File: config.mk
export PLATFORM = sky130hd
export DESIGN_NAME = flash_lane_router
export DESIGN_NICKNAME = d
export VERILOG_FILES = /design/src/rtl/flr_pkg.sv /design/src/rtl/flr_cfg.sv /design/src/rtl/flr_cs_route.sv /design/src/rtl/flr_lane_route.sv /design/src/rtl/flash_lane_router.sv
export SDC_FILE = /design/constraint.sdc
export NUM_CORES = 1
export LEC_CHECK = 0
export CORE_MARGIN = 8
export CORE_UTILIZATION = 55
export DETAILED_ROUTE_END_ITERATION = 8
export DONT_BUFFER_PORTS = 1
export PLACE_DENSITY = 0.76
export REMOVE_ABC_BUFFERS = 1
export SYNTH_ARGS = -nofsm -noshare
export SYNTH_HDL_FRONTEND = slang
export SYNTH_HIERARCHICAL = 1
export SYNTH_SLANG_ARGS = --single-unit
export TNS_END_PERCENT = 20
File: constraint.sdc
create_clock -name clk_i -period 1.1 [get_ports clk_i]
set_input_delay 0.055 -clock clk_i [delete_from_list [all_inputs] [get_ports clk_i]]
set_output_delay 0.055 -clock clk_i [all_outputs]
set_load 0.01 [all_outputs]
File: src/rtl/flr_pkg.sv
package flr_pkg;
  typedef struct packed {
    logic two_mem;
    logic sep_bus;
    logic upage;
  } cfg_t;

  typedef enum logic [1:0] {
    ROUTE_SINGLE   = 2'd0,
    ROUTE_STACK_LO = 2'd1,
    ROUTE_STACK_UP = 2'd2,
    ROUTE_PAIR     = 2'd3
  } route_e;

  function automatic route_e decode_route(cfg_t c);
    if (!c.two_mem)     return ROUTE_SINGLE;
    else if (c.sep_bus) return ROUTE_PAIR;
    else if (c.upage)   return ROUTE_STACK_UP;
    else                return ROUTE_STACK_LO;
  endfunction
endpackage

File: src/rtl/flr_cfg.sv
module flr_cfg #(
  parameter int CFG_W       = 32,
  parameter int TWO_MEM_BIT = 30,
  parameter int SEP_BUS_BIT = 29,
  parameter int UPAGE_BIT   = 28
) (
  input  logic              clk_i,
  input  logic              rst_ni,
  input  logic              wr_i,
  input  logic [CFG_W-1:0]  wdata_i,
  input  logic              cs_ni,
  output flr_pkg::cfg_t     cfg_o
);
  flr_pkg::cfg_t wr_cfg, cfg_q, pend_q;
  logic          pend_vld_q;
  logic          unused_wdata;

  assign wr_cfg = '{two_mem: wdata_i[TWO_MEM_BIT],
                    sep_bus: wdata_i[SEP_BUS_BIT],
                    upage:   wdata_i[UPAGE_BIT]};
  assign unused_wdata = ^wdata_i;

  always_ff @(posedge clk_i or negedge rst_ni) begin
    if (!rst_ni) begin
      cfg_q      <= '0;
      pend_q     <= '0;
      pend_vld_q <= 1'b0;
    end else if (wr_i && cs_ni) begin
      cfg_q      <= wr_cfg;
      pend_vld_q <= 1'b0;
    end else if (wr_i) begin
      pend_q     <= wr_cfg;
      pend_vld_q <= 1'b1;
    end else if (cs_ni && pend_vld_q) begin
      cfg_q      <= pend_q;
      pend_vld_q <= 1'b0;
    end
  end

  assign cfg_o = cfg_q;
endmodule

File: src/rtl/flr_cs_route.sv
module flr_cs_route (
  input  flr_pkg::route_e route_i,
  input  logic            cs_ni,
  output logic            lo_cs_no,
  output logic            up_cs_no
);
  logic lo_sel, up_sel;

  always_comb begin
    lo_sel = 1'b0;
    up_sel = 1'b0;
    unique case (route_i)
      flr_pkg::ROUTE_SINGLE,
      flr_pkg::ROUTE_STACK_LO: lo_sel = 1'b1;
      flr_pkg::ROUTE_STACK_UP: up_sel = 1'b1;
      flr_pkg::ROUTE_PAIR: begin
        lo_sel = 1'b1;
        up_sel = 1'b1;
      end
      default: ;
    endcase
  end

  assign lo_cs_no = cs_ni | ~lo_sel;
  assign up_cs_no = cs_ni | ~up_sel;
endmodule

File: src/rtl/flr_lane_route.sv
module flr_lane_route #(
  parameter int NIB_W = 4,
  localparam int BUS_W = 2 * NIB_W
) (
  input  flr_pkg::route_e   route_i,
  input  logic [BUS_W-1:0]  ctl_do_i,
  input  logic [BUS_W-1:0]  ctl_oe_i,
  output logic [BUS_W-1:0]  ctl_di_o,
  output logic [NIB_W-1:0]  lo_do_o,
  output logic [NIB_W-1:0]  lo_oe_o,
  input  logic [NIB_W-1:0]  lo_di_i,
  output logic [NIB_W-1:0]  up_do_o,
  output logic [NIB_W-1:0]  up_oe_o,
  input  logic [NIB_W-1:0]  up_di_i
);
  logic [NIB_W-1:0] ev_do, od_do, ev_oe, od_oe;
  logic [BUS_W-1:0] pair_di;

  // even engine lines to lower device, odd to upper
  for (genvar g = 0; g < NIB_W; g++) begin : g_split
    assign ev_do[g]       = ctl_do_i[2*g];
    assign od_do[g]       = ctl_do_i[2*g+1];
    assign ev_oe[g]       = ctl_oe_i[2*g];
    assign od_oe[g]       = ctl_oe_i[2*g+1];
    assign pair_di[2*g]   = lo_di_i[g];
    assign pair_di[2*g+1] = up_di_i[g];
  end

  always_comb begin
    lo_do_o  = '0;
    lo_oe_o  = '0;
    up_do_o  = '0;
    up_oe_o  = '0;
    ctl_di_o = '0;
    unique case (route_i)
      flr_pkg::ROUTE_SINGLE,
      flr_pkg::ROUTE_STACK_LO: begin
        lo_do_o  = ctl_do_i[NIB_W-1:0];
        lo_oe_o  = ctl_oe_i[NIB_W-1:0];
        ctl_di_o = {{NIB_W{1'b0}}, lo_di_i};
      end
      flr_pkg::ROUTE_STACK_UP: begin
        up_do_o  = ctl_do_i[NIB_W-1:0];
        up_oe_o  = ctl_oe_i[NIB_W-1:0];
        ctl_di_o = {{NIB_W{1'b0}}, up_di_i};
      end
      flr_pkg::ROUTE_PAIR: begin
        lo_do_o  = ev_do;
        lo_oe_o  = ev_oe;
        up_do_o  = od_do;
        up_oe_o  = od_oe;
        ctl_di_o = pair_di;
      end
      default: ;
    endcase
  end
endmodule

File: src/rtl/flash_lane_router.sv
module flash_lane_router #(
  parameter int NIB_W       = 4,
  parameter int CFG_W       = 32,
  parameter int TWO_MEM_BIT = 30,
  parameter int SEP_BUS_BIT = 29,
  parameter int UPAGE_BIT   = 28,
  localparam int BUS_W = 2 * NIB_W
) (
  input  logic              clk_i,
  input  logic              rst_ni,
  input  logic              cfg_wr_i,
  input  logic [CFG_W-1:0]  cfg_wdata_i,
  input  logic              ctl_cs_ni,
  input  logic [BUS_W-1:0]  ctl_do_i,
  input  logic [BUS_W-1:0]  ctl_oe_i,
  output logic [BUS_W-1:0]  ctl_di_o,
  output logic              lo_cs_no,
  output logic [NIB_W-1:0]  lo_do_o,
  output logic [NIB_W-1:0]  lo_oe_o,
  input  logic [NIB_W-1:0]  lo_di_i,
  output logic              up_cs_no,
  output logic [NIB_W-1:0]  up_do_o,
  output logic [NIB_W-1:0]  up_oe_o,
  input  logic [NIB_W-1:0]  up_di_i
);
  flr_pkg::cfg_t   cfg;
  flr_pkg::route_e route;

  flr_cfg #(
    .CFG_W(CFG_W), .TWO_MEM_BIT(TWO_MEM_BIT),
    .SEP_BUS_BIT(SEP_BUS_BIT), .UPAGE_BIT(UPAGE_BIT)
  ) i_cfg (
    .clk_i(clk_i), .rst_ni(rst_ni), .wr_i(cfg_wr_i),
    .wdata_i(cfg_wdata_i), .cs_ni(ctl_cs_ni), .cfg_o(cfg)
  );

  assign route = flr_pkg::decode_route(cfg);

  flr_cs_route i_cs (
    .route_i(route), .cs_ni(ctl_cs_ni),
    .lo_cs_no(lo_cs_no), .up_cs_no(up_cs_no)
  );

  flr_lane_route #(.NIB_W(NIB_W)) i_lane (
    .route_i(route), .ctl_do_i(ctl_do_i), .ctl_oe_i(ctl_oe_i),
    .ctl_di_o(ctl_di_o), .lo_do_o(lo_do_o), .lo_oe_o(lo_oe_o),
    .lo_di_i(lo_di_i), .up_do_o(up_do_o), .up_oe_o(up_oe_o),
    .up_di_i(up_di_i)
  );
endmodule

==> summary.md <==
| Metric | Value |
|---|---|
| Vias in the first global route | `734` |
| Max Root-Sink Buffers | `2` |
| Largest net degree at the start of global routing | `31` |
| Wire length on met2 | `1390 um` |
| Yosys warns | `6` |
| Post-Place Setup Slack | `-140 ps` |
| N_diodes | `0` |
| Worst vdd rail ir drop | `1.24 mV` |
| Non-Filler Instances | `125` |
| Leak | `0.525 nW` |
| Root Driver | `clkbuf_4` |
| Reg2Reg Setup Slack | `70 ps` |
| Max-slew violation count | `0` |
| Startpoint types | `register` |
| Setup_tns | `-9280 ps` |
| Cell variety after synth | `29` |
| Comb power frac | `0.676` |
| DIE WIDTH | `53.7 um` |
| Clock power share | `0.132` |
| Crit path capture | `up_oe_o[0]` |
| Syn_area_per_cell | `8.70 um2` |
| Dpl cells | `110` |
| Cell Int Power | `0.00108 W` |
| Full die area | `0.00289 mm2` |
| Met1 wire length | `804 um` |
| First-pass GRT wire length | `3450 um` |
| Crit path depth | `6` |
| Sequential area share after synthesis | `0.224` |
| Detailed placement HPWL | `1670 um` |
| Max-capacitance violation count | `0` |
| CTS tree | `built` |
| RR Endpoint | `i_cfg/cfg_o[0]` |
| CP cell instances | `inv_2, a21boi_4, buf_6, clkbuf_16, mux2i_2, nor2b_2` |
| Pwr dens | `1480 mW/mm2` |
| DRT Pass-1 Iters | `4` |
| Relative slew slack | `0.791` |
| WHS | `7.56 ps` |
| Failing checks | `negative setup slack` |
| Outcome | `finished with violations` |
| Arr. time, crit path | `1460 ps` |
| DRC | `0` |
| Max stage delay on crit path | `370 ps` |
| Worst setup EP type | `primary output` |
| Fin nets | `171` |
| Die Height | `53.7 um` |
| Layout cell share with drive strength beyond 1 | `0.555` |
| Setup ws final | `-411 ps` |
| Reg power frac | `0.192` |
| Clock transition at path regs | `50 ps` |
| Yosys reg bits | `7` |
| Minimum clock period | `1510 ps` |
| Hold Path Class | `primary input to register` |
| Clock skew | `4.05 ps` |
| Sw Pwr | `0.000626 W` |
| Area grow syn2layout | `46.8%` |
| Crit path max-delay family | `flip-flops` |
| Setup violations, final | `26` |
| CORE AREA | `0.00132 mm2` |
| Critical path buffers and inverters | `3` |
| Vias/cell | `6.21` |
| GP Congestion | `0.737` |
| Avg WL per Cell | `21.0 um` |
| Critical Path Fanout Max | `5` |
| Clk sinks | `7` |
| I/O pin count | `86` |
| Worst r2r src | `i_cfg/pend_vld_q` |
| TritonCTS Buffers | `3` |
| Hold Path Cell Cnt | `2` |
| Worst-margin pin slew | `312 ps` |
| Cells after Synth | `90` |
| Initial antenna violation count | `0` |
| Worst EP required | `1040 ps` |
| Row cnt | `13` |
| Via count | `776` |
| PortBufs | `0` |
| Final count of hold timing violations | `0` |
| Met3 routed WL | `357 um` |
| Iter 0 DRT Violations | `18` |
| R2R depth | `3` |
| Crit share post-route | `1.37` |
| Slowest cell on crit path | `dfrtp_1` |
| GR Overflow Total | `0` |
| GRT Util Overall | `0.158` |
| Worst Setup SP | `i_cfg/cfg_o[1]` |
| # H-tree levels | `1` |
| Top layer in use | `met4` |
| Mapped cell area | `783 um2` |
| Setup CP Type | `register to primary output` |
| Switching share of power | `0.368` |
| Fill cell count | `66` |
| RSZ-0062 raised after global routing | `true` |
| DRT antenna net count | `0` |
| F_max | `0.662 GHz` |
| Routed WL | `2620 um` |
| Initial core utilization | `0.594` |
| Worst-Skew Late Latency | `240 ps` |
==> repair_timing <==
item                                   4_1_cts  5_1_grt
setup endpoints to repair                   26       26
setup buffers                                2        2
pin swaps                                    8        3
endpoints found under the hold margin       11        0
hold buffers                                 4        0
gates cloned                                 1        2
resized for setup                           23       16
==> Yosys cell counts (all sizes together) <==
| cell | n | area share |
|---|---|---|
| mux2i | 11 | 0.14 |
| inv | 8 | 0.038 |
| nor2b | 8 | 0.064 |
| buf | 7 | 0.088 |
| dfrtp | 7 | 0.22 |
| nand3 | 6 | 0.038 |
| nor2 | 6 | 0.029 |
| o21ai | 6 | 0.038 |
| a21oi | 4 | 0.026 |
| and3 | 4 | 0.032 |
| mux2 | 4 | 0.077 |
| nand2b | 3 | 0.043 |
| and2 | 2 | 0.016 |
| and4bb | 2 | 0.032 |
| nand2 | 2 | 0.0096 |
| nor3 | 2 | 0.019 |
| o22ai | 2 | 0.024 |
| a21boi | 1 | 0.0096 |
| a21o | 1 | 0.0096 |
| and2b | 1 | 0.011 |
| o21a | 1 | 0.0096 |
| o32ai | 1 | 0.011 |
| or2 | 1 | 0.011 |
==> kinds of logic after synthesis <==
kind of cell,synth area share
flip-flops,0.224
multiplexers,0.217
AO/OA/AOI/OAI,0.128
buffers and inverters,0.126
AND/OR/NAND/NOR,0.305
==> per-layer routing <==
layer	up-vias	GRT usage
met5	-	0
met4	0	0.0882
met3	6	0.0716
met2	52	0.299
met1	368	0.132
li1	350	-
==> sequential cells by signal, summed over array words and instances (netlist names) <==
| signal | count |
|---|---|
| i_cfg/cfg_o | 3 |
| i_cfg/pend_vld_q | 1 |
| i_cfg/pend_q | 3 |
==> layout by cell type (no fill, tap or decap), drive strengths merged <==
| master | count |
|---|---|
| inv | 8 |
| nand3 | 6 |
| mux2i | 11 |
| clkbuf | 6 |
| o21ai | 6 |
| nand2b | 3 |
| nor3 | 2 |
| dfrtp | 7 |
| o22ai | 2 |
| a21oi | 4 |
| nand2 | 2 |
| dlygate4sd3 | 4 |
| a21boi | 1 |
| mux2 | 4 |
| o21a | 1 |
| and2b | 1 |
| and2 | 2 |
| a21o | 1 |
| and4bb | 2 |
| nor2b | 8 |
| or2 | 1 |
| buf | 17 |
| and3 | 4 |
| nor2 | 6 |
| o32ai | 1 |
==> how the worst min path moves through the flow <==
stage,slack (ps),start,to
global placement,-240,rst_ni,i_cfg/pend_q[1]
detailed placement,-240,rst_ni,i_cfg/pend_q[2]
floorplan,-240,rst_ni,i_cfg/cfg_o[0]
finish,8,cfg_wdata_i[30],i_cfg/cfg_o[2]
global route,3,cfg_wdata_i[30],i_cfg/cfg_o[2]
CTS,3,cfg_wdata_i[28],i_cfg/cfg_o[0]
==> power groups by stage <==
stage | clock (W) | combinational [W] | sequential, W
after floorplan | 0 | 0.000502 | 0.000321
after global routing | 0.000249 | 0.00122 | 0.000331
after detailed placement | 0 | 0.000760 | 0.000327
after CTS | 0.000227 | 0.000947 | 0.000322
after global placement | 0 | 0.000739 | 0.000323
final | 0.000225 | 0.00115 | 0.000327
==> cell type report <==
class | instances | area (um2) | share of cell area
clock buffer | 4 | 26.3 | 0.0229
inverter | 8 | 30.0 | 0.0261
multi-input combinational | 68 | 629 | 0.547
sequential | 7 | 175 | 0.152
tap | 15 | 18.8 | 0.0163
timing repair buffer | 23 | 270 | 0.235
==> through the flow <==
stage | util | instance area, um2 | total power (W)
finish | 0.873 | 1150 | 0.00170
detailed placement | 0.647 | 852 | 0.00109
global placement | 0.647 | 852 | 0.00106
CTS | 0.775 | 1020 | 0.00150
global route | 0.873 | 1150 | 0.00180
floorplan | - | 714 | 0.000823
(Power assumes the default switching activity.)
